File: src/rtl/tstreq_pkg.sv
package tstreq_pkg;

    localparam int NUM_FLAGS = 2;
    localparam int FLAG_W    = (NUM_FLAGS > 1) ? $clog2(NUM_FLAGS) : 1;

    typedef enum logic [FLAG_W-1:0] {
        FLG_TIMER  = 1'b0,
        FLG_SHARED = 1'b1
    } flag_id_e;

    typedef enum logic {
        SRC_SERIAL = 1'b0,
        SRC_PIN    = 1'b1
    } shared_src_e;

    typedef struct packed {
        logic tmr_ovf;
        logic pin_rise;
        logic ser_done;
    } event_t;

    // Route raw events onto per-flag set requests.
    function automatic logic [NUM_FLAGS-1:0] route_sets(event_t ev, shared_src_e sel);
        logic [NUM_FLAGS-1:0] s;
        s             = '0;
        s[FLG_TIMER]  = ev.tmr_ovf;
        s[FLG_SHARED] = (sel == SRC_PIN) ? ev.pin_rise : ev.ser_done;
        return s;
    endfunction

endpackage

File: src/rtl/tstreq_edge.sv
module tstreq_edge #(
    parameter int STAGES = 2
) (
    input  logic clk,
    input  logic rst,
    input  logic async_i,
    output logic rise_o
);
    // Synchronizer chain plus one history flop for edge detection.
    logic [STAGES:0] chain_q;

    always_ff @(posedge clk) begin
        if (rst) chain_q[0] <= 1'b0;
        else     chain_q[0] <= async_i;
    end

    for (genvar g = 1; g <= STAGES; g++) begin : g_stage
        always_ff @(posedge clk) begin
            if (rst) chain_q[g] <= 1'b0;
            else     chain_q[g] <= chain_q[g-1];
        end
    end

    assign rise_o = chain_q[STAGES-1] & ~chain_q[STAGES];
endmodule

File: src/rtl/tstreq_flag.sv
module tstreq_flag (
    input  logic clk,
    input  logic rst,
    input  logic set_i,
    input  logic clr_i,
    output logic q_o
);
    // Set dominates clear so a coincident event is kept.
    always_ff @(posedge clk) begin
        if (rst) q_o <= 1'b0;
        else     q_o <= set_i | (q_o & ~clr_i);
    end
endmodule

File: src/rtl/tstreq_ctrl.sv
module tstreq_ctrl
    import tstreq_pkg::*;
#(
    parameter int SYNC_STAGES = 2
) (
    input  logic              clk,
    input  logic              rst,
    input  logic              tmr_ovf_i,
    input  logic              ext_req_i,
    input  logic              ser_done_i,
    input  logic              src_sel_i,
    input  logic              test_stb_i,
    input  logic [FLAG_W-1:0] test_idx_i,
    output logic              test_hit_o
);
    logic                 pin_rise;
    event_t               ev;
    logic [NUM_FLAGS-1:0] set_vec;
    logic [NUM_FLAGS-1:0] clr_vec;
    logic [NUM_FLAGS-1:0] flag_q;

    tstreq_edge #(.STAGES(SYNC_STAGES)) u_edge (
        .clk     (clk),
        .rst     (rst),
        .async_i (ext_req_i),
        .rise_o  (pin_rise)
    );

    always_comb begin
        ev.tmr_ovf  = tmr_ovf_i;
        ev.pin_rise = pin_rise;
        ev.ser_done = ser_done_i;
        set_vec     = route_sets(ev, shared_src_e'(src_sel_i));
    end

    for (genvar g = 0; g < NUM_FLAGS; g++) begin : g_flag
        assign clr_vec[g] = test_stb_i && (test_idx_i == FLAG_W'(g));
        tstreq_flag u_flag (
            .clk   (clk),
            .rst   (rst),
            .set_i (set_vec[g]),
            .clr_i (clr_vec[g]),
            .q_o   (flag_q[g])
        );
    end

    assign test_hit_o = test_stb_i & flag_q[test_idx_i];
endmodule

File: config.mk
export PLATFORM = sky130hd
export DESIGN_NAME = tstreq_ctrl
export DESIGN_NICKNAME = d
export VERILOG_FILES = /design/src/rtl/tstreq_pkg.sv /design/src/rtl/tstreq_edge.sv /design/src/rtl/tstreq_flag.sv /design/src/rtl/tstreq_ctrl.sv
export SDC_FILE = /design/constraint.sdc
export NUM_CORES = 1
export LEC_CHECK = 0
export BUFFER_PORTS_ARGS = -buffer_cell sky130_fd_sc_hd__buf_4
export CAP_MARGIN = 40
export CORE_AREA = 3 3 40 42
export DETAILED_ROUTE_END_ITERATION = 16
export DIE_AREA = 0 0 43 45
export HOLD_SLACK_MARGIN = 0.15
export PLACE_DENSITY = 0.3
export SLEW_MARGIN = 20
export SYNTH_ARGS = -nofsm -noshare
export SYNTH_HDL_FRONTEND = slang
export SYNTH_SLANG_ARGS = --single-unit
File: constraint.sdc
create_clock -name clk -period 0.8 [get_ports clk]
set_input_delay 0.12 -clock clk [delete_from_list [all_inputs] [get_ports clk]]
set_output_delay 0.12 -clock clk [all_outputs]
set_load 0.01 [all_outputs]
==> qor.csv <==
metric,value,unit
fp.dieArea,1940,um2
synthCells,18,
synth_top_area_share,56.3,%
cp.required,680,ps
regToRegEndpoint,g_flag[1].u_flag.q_o$_SDFF_PP0_,
crit_reg_reg_startpoint,u_edge.chain_q[2]$_SDFF_PP0_,
cts_hold_buf,2,
drt-pass1-iter-count,3,
finalHoldViolations,0,
cp_data_arrival_time,880,ps
finish.cell_count_without_fillers,47,
rr_worst_depth,2,
setup_viol_count_final,1,
use_met3,5.98,%
layout.core_utilization,23.6,%
timing_worst_setup_path_type,reg -> out,
synth.distinct_cells,9,
fin_worst_skew,4.00,ps
portBuffers,8,
post_dp_cell_area,256,um2
timing.final.max_slew_violations,0,
status,"complete, but fails checks",
finalNetCount,41,
setup_slack,-201,ps
worst_pin_slew,135,ps
layout_min_cycle_time,1000,ps
detail_route.drc_violations,0,
hold_path.class,in -> reg,
max-clock-path-buffers,2,
routed-via-count,169,
number_of_global_route_vias_before_repair,187,
p_per_area,2080,nW/um2
cpMaxStageDelayCell,dfxtp_1,
finalInstanceArea,303,um2
first_iter_violations,1,
track_usage,5.50,%
max_stage_delay,300,ps
power.leakage,0.132,nW
core-area,1280,um2
synth_seq_cells,5,
max_clock_freq,999,MHz
synth_area,178,um2
area_growth_syn_to_layout,70.4,%
ant_nets,0,
die_width,43,um
tightest_slew_margin_relative_to_the_limit,90.8,%
root_buffer,clkbuf_4,
placed_cells_incl_taps,41,
wl,379,um
hold_path_startpoint,tmr_ovf_i,
post_drt_wl_per_cell,8.06,um
clk-insertion-delay-late,240,ps
syn-mean-instance-area,9.87,um2
pin_count_of_the_biggest_net_entering_global_routing,6,
place_congestion,0.580,
numClockSinks,5,
global_route_layer_with_the_greatest_usage,met2,
global_route_wire_length_before_repair,690,um
overflow_left_after_global_routing,0,
globalRouteMet2Util,8.08,%
num_antenna_cells,0,
antenna_violations_before_repair,0,
synth_seq_area_share,56.3,%
dieHeight,45,um
netlist.top_cell.by_area,dfxtp_1,
final.fill_count,150,
synthTopCellsByArea,"dfxtp_1 56%, nor2b_1 14%, nand2b_1 7.0%, mux2i_1 5.6%, nand2_1 4.2%",
rows,13,
end_kind,output port,
violations,setup timing,
final_cycle_utilization_of_the_critical_path,125,%
list_of_cells_traversed_by_the_critical_path,mux2i_1 -> nor2b_1 -> buf_4,
min_delay_worst_endpoint,g_flag[0].u_flag.q_o$_SDFF_PP0_,
drive_above_1_share,34.4,%
power.ir.vdd_worst,0.00104,V
post_drt_via_cell_ratio,3.60,
mappedNetlistNets,26,
cts.htree.levels,1,
critPathMaxFanout,2,
regToRegSetupSlack,150,ps
maxCapViolCount,0,
number_of_buffers_created_by_cts,3,
worst_setup_hold_path_clk_slew,50,ps
synth.yosys.warnings,0,
worst_hold_path.num_cells,3,
start_kind,flip-flop,
floorplan.initialDensity,13.8,%
tritoncts,yes,
grt_util_met1,4.36,%
io-pin-count,9,
rsz0062_at_grt,true,
-- state kept, by name (all words and copies together) (netlist names) --
name,count
g_flag.u_flag.q_o,2
u_edge.chain_q,3
-- where the power goes --
group / internal, mW / switching (mW)
Combinational: 0.0460 / 0.0222
Clock: 0.189 / 0.105
Sequential: 0.263 / 0.00468
Total: 0.498 / 0.131
-- metal layers --
layer,up-vias,wire length [um]
met5,-,0
met4,0,0
met3,0,44
met2,8,176
met1,73,159
li1,88,-
-- layout make-up --
cell class / count / area, um2 / area share, %
Clock buffer: 4 / 26.3 / 8.68
Multi-Input combinational cell: 13 / 77.6 / 25.6
Sequential cell: 5 / 100 / 33.1
Tap cell: 15 / 18.8 / 6.20
Timing Repair Buffer: 10 / 80.1 / 26.4
-- cells in the mapped netlist --
| master | instances |
|---|---|
| nand3b_1 | 1 |
| dfxtp_1 | 5 |
| mux2i_1 | 1 |
| a21oi_1 | 1 |
| a31oi_1 | 1 |
| nor2_1 | 1 |
| nand2b_1 | 2 |
| nor2b_1 | 4 |
| nand2_1 | 2 |
-- critical path: cells and delay by family (launching register included) --
| family | cells | cell delay (ps) |
|---|---|---|
| flip-flops | 1 | 300 |
| AND/OR/NAND/NOR | 1 | 60 |
| multiplexers | 1 | 140 |
| buffers and inverters | 1 | 140 |
-- how the worst max path moves through the flow --
stage | startpoint | end | slack, ps | cells past startpoint
2_1_floorplan | g_flag[1].u_flag.q_o$_SDFF_PP0_ | test_hit_o | 130 | 2
3_3_place_gp | g_flag[0].u_flag.q_o$_SDFF_PP0_ | test_hit_o | 80 | 3
3_5_place_dp | g_flag[1].u_flag.q_o$_SDFF_PP0_ | test_hit_o | 60 | 3
4_1_cts | g_flag[1].u_flag.q_o$_SDFF_PP0_ | test_hit_o | -210 | 3
5_1_grt | g_flag[1].u_flag.q_o$_SDFF_PP0_ | test_hit_o | -280 | 3
6_report | g_flag[1].u_flag.q_o$_SDFF_PP0_ | test_hit_o | -200 | 3
-- kinds of logic after synthesis --
group | share of synthesized area (%)
simple gates | 31.7
flops | 56.3
mux | 5.63
compound gates | 6.34
-- placed cells by master (no fill, tap or decap), drive strengths merged --
cell	netlist	routed
nand2	2	2
nand2b	2	2
a21oi	1	1
nor2b	4	4
nand3b	1	1
a31oi	1	1
nor2	1	1
dfxtp	5	5
dlygate4sd3	0	2
mux2i	1	1
buf	0	8
clkbuf	0	4
-- metrics by stage --
| step | setup TNS, ps | setup WS [ps] | power [mW] | hold slack [ps] |
|---|---|---|---|---|
| after floorplan | 0 | 126 | 0.295 | 189 |
| after global placement | 0 | 77.1 | 0.334 | 330 |
| after detailed placement | 0 | 63.6 | 0.335 | 327 |
| after CTS | -213 | -213 | 0.649 | 82.5 |
| after global routing | -278 | -278 | 0.680 | 93.1 |
| final | -201 | -201 | 0.630 | 85.4 |
-- repair_timing --
item / 4_1_cts / 5_1_grt
setup buffers: 0 / 0
endpoints found under the hold margin: 5 / 1
gates resized for setup: 0 / 0
endpoints found under the setup margin: 1 / 1
(Power assumes the default switching activity.)
